## src/rtl/opnd_pkg.sv

```systemverilog
package opnd_pkg;

  localparam int OPW = 6;

  typedef enum logic [2:0] {
    ST_IDLE,
    ST_ADDR,
    ST_IND,
    ST_FETCH,
    ST_STORE,
    ST_DONE
  } seq_state_e;

  typedef enum logic [1:0] {
    SRC_ACC,
    SRC_MQ,
    SRC_ZERO
  } wsrc_e;

  // store opcodes (octal)
  localparam logic [OPW-1:0] OPC_PUT_WORD = 6'o20;
  localparam logic [OPW-1:0] OPC_PUT_LO   = 6'o21;
  localparam logic [OPW-1:0] OPC_PUT_HI   = 6'o22;
  localparam logic [OPW-1:0] OPC_PUT_MQ   = 6'o23;
  localparam logic [OPW-1:0] OPC_PUT_ZERO = 6'o24;

  typedef struct packed {
    logic       is_store;
    logic       imm;
    logic       ind;
    wsrc_e      src;
    logic [1:0] lanes;
  } dec_s;

endpackage

```

## src/rtl/opnd_decode.sv

```systemverilog
module opnd_decode
  import opnd_pkg::*;
#(
  parameter int DW = 24,
  parameter int AW = 16
) (
  input  logic [DW-1:0] instr_i,
  output dec_s          dec_o,
  output logic [AW-1:0] addr_fld_o,
  output logic [DW-1:0] imm_val_o
);

  localparam int OP_LSB  = DW - OPW;
  localparam int IMM_POS = OP_LSB - 1;
  localparam int IND_POS = AW;
  localparam int EXT_W   = DW - AW - 1;

  logic [OPW-1:0] opc;

  assign opc        = instr_i[DW-1:OP_LSB];
  assign addr_fld_o = instr_i[AW-1:0];
  // indirect flag doubles as the sign of the immediate
  assign imm_val_o  = {{EXT_W{instr_i[IND_POS]}}, instr_i[IND_POS:0]};

  always_comb begin
    dec_o          = '0;
    dec_o.imm      = instr_i[IMM_POS];
    dec_o.ind      = instr_i[IND_POS];
    dec_o.src      = SRC_ACC;
    dec_o.lanes    = 2'b00;
    case (opc)
      OPC_PUT_WORD: begin dec_o.is_store = 1'b1; dec_o.lanes = 2'b11; end
      OPC_PUT_LO:   begin dec_o.is_store = 1'b1; dec_o.lanes = 2'b01; end
      OPC_PUT_HI:   begin dec_o.is_store = 1'b1; dec_o.lanes = 2'b10; end
      OPC_PUT_MQ:   begin dec_o.is_store = 1'b1; dec_o.lanes = 2'b11; dec_o.src = SRC_MQ; end
      OPC_PUT_ZERO: begin dec_o.is_store = 1'b1; dec_o.lanes = 2'b11; dec_o.src = SRC_ZERO; end
      default:      ;
    endcase
  end

endmodule

```

## src/rtl/opnd_wbuild.sv

```systemverilog
module opnd_wbuild
  import opnd_pkg::*;
#(
  parameter int DW = 24
) (
  input  wsrc_e         src_i,
  input  logic [1:0]    lanes_i,
  input  logic [DW-1:0] acc_i,
  input  logic [DW-1:0] mq_i,
  output logic [DW-1:0] wdata_o,
  output logic [1:0]    be_o
);

  always_comb begin
    case (src_i)
      SRC_MQ:   wdata_o = mq_i;
      SRC_ZERO: wdata_o = '0;
      default:  wdata_o = acc_i;
    endcase
  end

  assign be_o = lanes_i;

endmodule

```

## src/rtl/opnd_fsm.sv

```systemverilog
module opnd_fsm
  import opnd_pkg::*;
#(
  parameter int DW = 24,
  parameter int AW = 16
) (
  input  logic          clk,
  input  logic          rst_n,
  input  logic          start_i,
  input  logic [DW-1:0] instr_i,
  input  logic          is_store_i,
  input  logic          imm_i,
  input  logic          ind_i,
  input  logic [AW-1:0] addr_fld_i,
  input  logic [DW-1:0] imm_val_i,
  input  logic [DW-1:0] mem_rdata_i,
  output logic [DW-1:0] ir_o,
  output logic          mem_rd_o,
  output logic          mem_wr_o,
  output logic [AW-1:0] mem_addr_o,
  output logic [DW-1:0] arg_o,
  output logic [AW-1:0] ea_o,
  output logic          done_o,
  output logic          arg_valid_o
);

  seq_state_e    st_q, st_d;
  logic [DW-1:0] ir_q;
  logic [AW-1:0] ea_q, ea_d;
  logic [DW-1:0] arg_q, arg_d;
  logic          ir_en, ea_en, arg_en;
  logic          use_imm;

  assign use_imm = imm_i && !is_store_i;  // stores ignore the immediate flag

  always_comb begin
    st_d       = st_q;
    ea_d       = ea_q;
    arg_d      = arg_q;
    ir_en      = 1'b0;
    ea_en      = 1'b0;
    arg_en     = 1'b0;
    mem_rd_o   = 1'b0;
    mem_wr_o   = 1'b0;
    mem_addr_o = ea_q;
    case (st_q)
      ST_IDLE: begin
        if (start_i) begin
          ir_en = 1'b1;
          st_d  = ST_ADDR;
        end
      end
      ST_ADDR: begin
        ea_en = 1'b1;
        ea_d  = addr_fld_i;
        if (use_imm) begin
          arg_en = 1'b1;
          arg_d  = imm_val_i;
          st_d   = ST_DONE;
        end else if (ind_i) begin
          mem_rd_o   = 1'b1;
          mem_addr_o = addr_fld_i;
          st_d       = ST_IND;
        end else if (is_store_i) begin
          st_d = ST_STORE;
        end else begin
          mem_rd_o   = 1'b1;
          mem_addr_o = addr_fld_i;
          st_d       = ST_FETCH;
        end
      end
      ST_IND: begin
        // one level only: pointer low bits are final
        ea_en = 1'b1;
        ea_d  = mem_rdata_i[AW-1:0];
        if (is_store_i) begin
          st_d = ST_STORE;
        end else begin
          mem_rd_o   = 1'b1;
          mem_addr_o = mem_rdata_i[AW-1:0];
          st_d       = ST_FETCH;
        end
      end
      ST_FETCH: begin
        arg_en = 1'b1;
        arg_d  = mem_rdata_i;
        st_d   = ST_DONE;
      end
      ST_STORE: begin
        mem_wr_o = 1'b1;
        st_d     = ST_DONE;
      end
      ST_DONE: st_d = ST_IDLE;
      default: st_d = ST_IDLE;
    endcase
  end

  always_ff @(posedge clk or negedge rst_n) begin
    if (!rst_n) begin
      st_q  <= ST_IDLE;
      ir_q  <= '0;
      ea_q  <= '0;
      arg_q <= '0;
    end else begin
      st_q <= st_d;
      if (ir_en)  ir_q  <= instr_i;
      if (ea_en)  ea_q  <= ea_d;
      if (arg_en) arg_q <= arg_d;
    end
  end

  assign ir_o        = ir_q;
  assign arg_o       = arg_q;
  assign ea_o        = ea_q;
  assign done_o      = (st_q == ST_DONE);
  assign arg_valid_o = done_o && !is_store_i;

  AST_DONE_SINGLE: assert property (@(posedge clk) disable iff (!rst_n)
    done_o |=> !done_o);
  AST_VALID_IN_DONE: assert property (@(posedge clk) disable iff (!rst_n)
    arg_valid_o |-> done_o);
  AST_RD_WR_EXCL: assert property (@(posedge clk) disable iff (!rst_n)
    !(mem_rd_o && mem_wr_o));
  AST_WR_THEN_DONE: assert property (@(posedge clk) disable iff (!rst_n)
    mem_wr_o |=> done_o);
  AST_IND_ONE_LEVEL: assert property (@(posedge clk) disable iff (!rst_n)
    (st_q == ST_IND) |=> (st_q != ST_IND));
  AST_ADDR_FROM_IDLE: assert property (@(posedge clk) disable iff (!rst_n)
    (st_q == ST_ADDR) |-> ($past(st_q) == ST_IDLE));

endmodule

```

## src/rtl/opnd_seq.sv

```systemverilog
module opnd_seq
  import opnd_pkg::*;
#(
  parameter int DW = 24,
  parameter int AW = 16
) (
  input  logic          clk,
  input  logic          rst_n,
  input  logic          start_i,
  input  logic [DW-1:0] instr_i,
  input  logic [DW-1:0] acc_i,
  input  logic [DW-1:0] mq_i,
  output logic          mem_rd_o,
  output logic          mem_wr_o,
  output logic [AW-1:0] mem_addr_o,
  output logic [DW-1:0] mem_wdata_o,
  output logic [1:0]    mem_be_o,
  input  logic [DW-1:0] mem_rdata_i,
  output logic [DW-1:0] arg_o,
  output logic          arg_valid_o,
  output logic [AW-1:0] ea_o,
  output logic          done_o
);

  logic [1:0]    rst_pipe_q;
  logic          rst_sync_n;
  logic [DW-1:0] ir;
  dec_s          dec;
  logic [AW-1:0] addr_fld;
  logic [DW-1:0] imm_val;

  always_ff @(posedge clk or negedge rst_n) begin
    if (!rst_n) rst_pipe_q <= 2'b00;
    else        rst_pipe_q <= {rst_pipe_q[0], 1'b1};
  end
  assign rst_sync_n = rst_pipe_q[1];

  opnd_decode #(.DW(DW), .AW(AW)) u_decode (
    .instr_i    (ir),
    .dec_o      (dec),
    .addr_fld_o (addr_fld),
    .imm_val_o  (imm_val)
  );

  opnd_fsm #(.DW(DW), .AW(AW)) u_fsm (
    .clk         (clk),
    .rst_n       (rst_sync_n),
    .start_i     (start_i),
    .instr_i     (instr_i),
    .is_store_i  (dec.is_store),
    .imm_i       (dec.imm),
    .ind_i       (dec.ind),
    .addr_fld_i  (addr_fld),
    .imm_val_i   (imm_val),
    .mem_rdata_i (mem_rdata_i),
    .ir_o        (ir),
    .mem_rd_o    (mem_rd_o),
    .mem_wr_o    (mem_wr_o),
    .mem_addr_o  (mem_addr_o),
    .arg_o       (arg_o),
    .ea_o        (ea_o),
    .done_o      (done_o),
    .arg_valid_o (arg_valid_o)
  );

  opnd_wbuild #(.DW(DW)) u_wbuild (
    .src_i   (dec.src),
    .lanes_i (dec.lanes),
    .acc_i   (acc_i),
    .mq_i    (mq_i),
    .wdata_o (mem_wdata_o),
    .be_o    (mem_be_o)
  );

  AST_WR_HAS_LANES: assert property (@(posedge clk) disable iff (!rst_sync_n)
    mem_wr_o |-> (mem_be_o != 2'b00));
  AST_WR_NO_ARG: assert property (@(posedge clk) disable iff (!rst_sync_n)
    mem_wr_o |=> !arg_valid_o);

endmodule

```

## config.mk

```make
export PLATFORM = sky130hd
export DESIGN_NAME = opnd_seq
export DESIGN_NICKNAME = d
export VERILOG_FILES = /design/src/rtl/opnd_pkg.sv /design/src/rtl/opnd_decode.sv /design/src/rtl/opnd_wbuild.sv /design/src/rtl/opnd_fsm.sv /design/src/rtl/opnd_seq.sv
export SDC_FILE = /design/constraint.sdc
export NUM_CORES = 1
export LEC_CHECK = 0
export CAP_MARGIN = 20
export CORE_MARGIN = 2
export CORE_UTILIZATION = 68
export DETAILED_ROUTE_END_ITERATION = 8
export DONT_BUFFER_PORTS = 1
export PLACE_DENSITY = 0.84
export SETUP_SLACK_MARGIN = 0.15
export SYNTH_ARGS = -nofsm -noshare
export SYNTH_HDL_FRONTEND = slang
export SYNTH_SLANG_ARGS = --single-unit
export TNS_END_PERCENT = 20
```

## constraint.sdc

```tcl
create_clock -name clk -period 3.99 [get_ports clk]
set_input_delay 0.798 -clock clk [delete_from_list [all_inputs] [get_ports clk]]
set_output_delay 0.798 -clock clk [all_outputs]
set_load 0.01 [all_outputs]
```

==> summary.txt <==
Status
  • Status: finished clean

CTS
  • CTS resizes: 0
  • CTS tree: built
  • Postcts setup bufs: 0
  • Reg clk slew, reported paths: 80 ps
  • Clk sinks: 69
  • Clock insertion delay at the later pin of the skew report: 340 ps
  • CTS root buf: clkbuf_8
  • Hold buffers post-CTS: 0
  • Longest Clk Path Bufs: 2
  • Htree depth: 3
  • Num CTS Buffers: 9

Die
  • DIE AREA: 6240 sq um
  • FP Rows: 27
  • Chip width: 79.0 microns
  • Core ar.: 5470 sq um
  • Die height: 79.0 microns
  • Effective utilization at floorplan: 69.8%
  • I/O Pins: 185

Yosys
  • Mapped Area: 3820 sq um
  • Dominant cells by area after synthesis: dfrtp_1 45%, mux2_2 11%, mux2i_1 6.3%
  • Syn Inst Count: 334
  • Mapped Nets: 434
  • Synth top area share: 45.2%
  • Syn Area/Cell: 11.4 sq um
  • Yosys reg bits: 69
  • Post-synth top flop: dfrtp_1
  • Biggest area consumer among synthesized cells: dfrtp_1
  • EDFF count, synth: 0
  • Synth Warn #: 0
  • Register area share after synthesis: 45.2%
  • FFs w/ async S/R, synth: 100%
  • Cell with the most instances after synthesis: dfrtp_1
  • Most common library cells after synthesis: 69 x dfrtp_1, 39 x mux2_2, 24 x mux2i_1, 23 x a22o_1, 22 x o21ai_0
  • Post-synthesis cell type count: 45

Setup path
  • WS Path Type: reg2out
  • Critical path capture point type: primary output
  • Worst EP arrival: 2760 ps
  • Critical Path RT: 3190 ps
  • Slowest cell on crit path: or3b_1
  • Crit path max fanout: 26
  • Max incr delay on CP: 550 ps
  • Startpoint types: register
  • Length in cells of the worst reg-to-reg path: 5
  • CP cell instances: or3b_1 -> nor3_1 -> ha_1 -> nor2b_1 -> buf_4 -> a22o_1

Detailed routing
  • Residual DRC: 0
  • Vias: 2624
  • Avg Vias per Cell: 6.46
  • M1 WL: 3360 microns
  • TritonRoute pass-1 iters: 4
  • Highest metal used: met4
  • WL final: 8800 microns
  • Routed length per instance: 21.7 microns
  • DR WL met3: 685 microns
  • Detail Route Antenna Nets: 0
  • DR WL met2: 4520 microns
  • DRT iter0 DRCs: 97

Global route
  • First-pass GRT wire length: 13200 microns
  • Total GRT Usage: 28.1%
  • Vias in the first global route: 2628
  • Initial antenna violation count: 0
  • GRT overflow: 0
  • Largest net degree at the start of global routing: 47

Power and ir drop
  • Lkg Pwr: 1.71 nW
  • PwrDens: 922 nW/um^2
  • Switching Power: 1.57 mW
  • Combinational power share: 42.9%
  • Net Sw Frac: 41.8%
  • Reg power frac: 40.1%
  • Clk network pwr share: 17.0%
  • VDD IR max: 499 uV
  • Int Pwr: 2.19 mW

STA
  • Final setup violation count: 0
  • RSZ-0062 raised after global routing: no
  • Final hold viol count: 0
  • Clock skew: 9.25 ps
  • Slew HR: 30.0%
  • Tcrit/Tclk final: 89.2%
  • Slew @ Worst Pin: 1050 ps
  • Tmin final: 3560 ps
  • Max Clock Freq: 281 MHz
  • Min Hold Slack: 153 ps
  • Final setup TNS: 0 ps
  • Slew Viols, Final: 0

Layout
  • ANT cells: 0
  • Share of cells above drive strength 1: 22.5%
  • Final nets: 429
  • # fillers: 386
  • Area growth syn-to-layout: 6.74%

Min path
  • Hold crit path type: in2async

Flow run
  • MaxCap Viol Count: 0

Place
  • Port Buffers: 0
  • Dpl hpwl: 6410 microns
  • Final estimated routing congestion in global placement: 0.826
routing by layer:
layer | up-vias | GRT usage [%]
li1 | 1212 | -
met3 | 19 | 8.64
met1 | 1265 | 32.5
met2 | 128 | 48.9
met4 | 0 | 11.2
met5 | - | 0
flip-flops by register name, indices dropped and copies added (netlist names):
signal       count
rst_pipe_q       2
u_fsm.ir_o      24
u_fsm.ea_o      16
u_fsm.st_q       3
u_fsm.arg_o     24
metrics by stage:
| stage | cell area (sq um) | power [mW] | utilization [%] | std cells | worst slack [ps] |
|---|---|---|---|---|---|
| CTS | 4060 | 3.78 | 74.2 | 405 | 399 |
| detailed placement | 3830 | 3.14 | 70.1 | 389 | 771 |
| global placement | 3830 | 3.05 | 70.1 | 389 | 870 |
| floorplan | 3820 | 2.83 | - | 334 | 965 |
| global route | 4080 | 4.00 | 74.6 | 406 | 278 |
| finish | 4080 | 3.76 | 74.6 | 406 | 429 |
area by class of cell:
cell class                      count  area (sq um)  share of cell area, %
Timing Repair Buffer                8          72.6                   1.78
Inverter                           14          52.6                   1.29
Multi-Input combinational cell    227          1910                   46.9
Sequential cell                    69          1730                   42.3
Clock inverter                      4          70.1                   1.72
Tap cell                           72          90.1                   2.21
Clock buffer                       12           155                   3.80
placed cells by master, fill, tap and decap left out, drive strengths merged, types with 2 or more instances in the layout:
| cell type | n |
|---|---|
| a21oi | 13 |
| a22o | 23 |
| clkbuf | 12 |
| and2 | 16 |
| or3b | 2 |
| nand2b | 5 |
| buf | 8 |
| mux2 | 53 |
| nor3 | 3 |
| nand2 | 21 |
| nor2 | 5 |
| nor4b | 2 |
| clkinv | 2 |
| inv | 14 |
| o21ai | 24 |
| bufinv | 2 |
| dfrtp | 69 |
| nor3b | 3 |
| a221o | 16 |
| mux2i | 24 |
power groups by stage:
| stage | sequential [mW] | combinational, mW | clock [mW] |
|---|---|---|---|
| floorplan | 1.38 | 1.45 | 0 |
| global placement | 1.50 | 1.55 | 0 |
| detailed placement | 1.52 | 1.62 | 0 |
| CTS | 1.51 | 1.62 | 0.652 |
| global route | 1.56 | 1.76 | 0.680 |
| finish | 1.51 | 1.62 | 0.640 |
path summary, 6_finish.rpt:
kind                           startpoint  slack, ps         endpoint
min                                 rst_n        150    rst_pipe_q[1]
max in group asynchronous   rst_pipe_q[1]       2910    u_fsm.ea_o[3]
max                        u_fsm.ir_o[21]        430   mem_wdata_o[0]
max reg2reg                 u_fsm.st_q[1]       1650  u_fsm.arg_o[23]
min reg2reg                 rst_pipe_q[1]        210   u_fsm.ir_o[21]
min in group clk            rst_pipe_q[0]        350    rst_pipe_q[1]
critical path: cells and delay by family (launching register included):
kind / cells / cell delay [ps]
adder cells (fa/ha/maj): 1 / 530
AND/OR/NAND/NOR: 3 / 1000
buffers and inverters: 1 / 270
flip-flops: 1 / 400
AO/OA/AOI/OAI: 1 / 230
cell families after synthesis:
logic type / share of synthesized area, %
other: 0.0981
buffers and inverters: 5.14
AOI/OAI and AO/OA: 16.4
adders and majority gates: 0.327
muxes: 21.9
xor gates and xnor gates: 0.229
and+or+nand+nor: 10.8
DFF: 45.2
(Power assumes the default switching activity.)
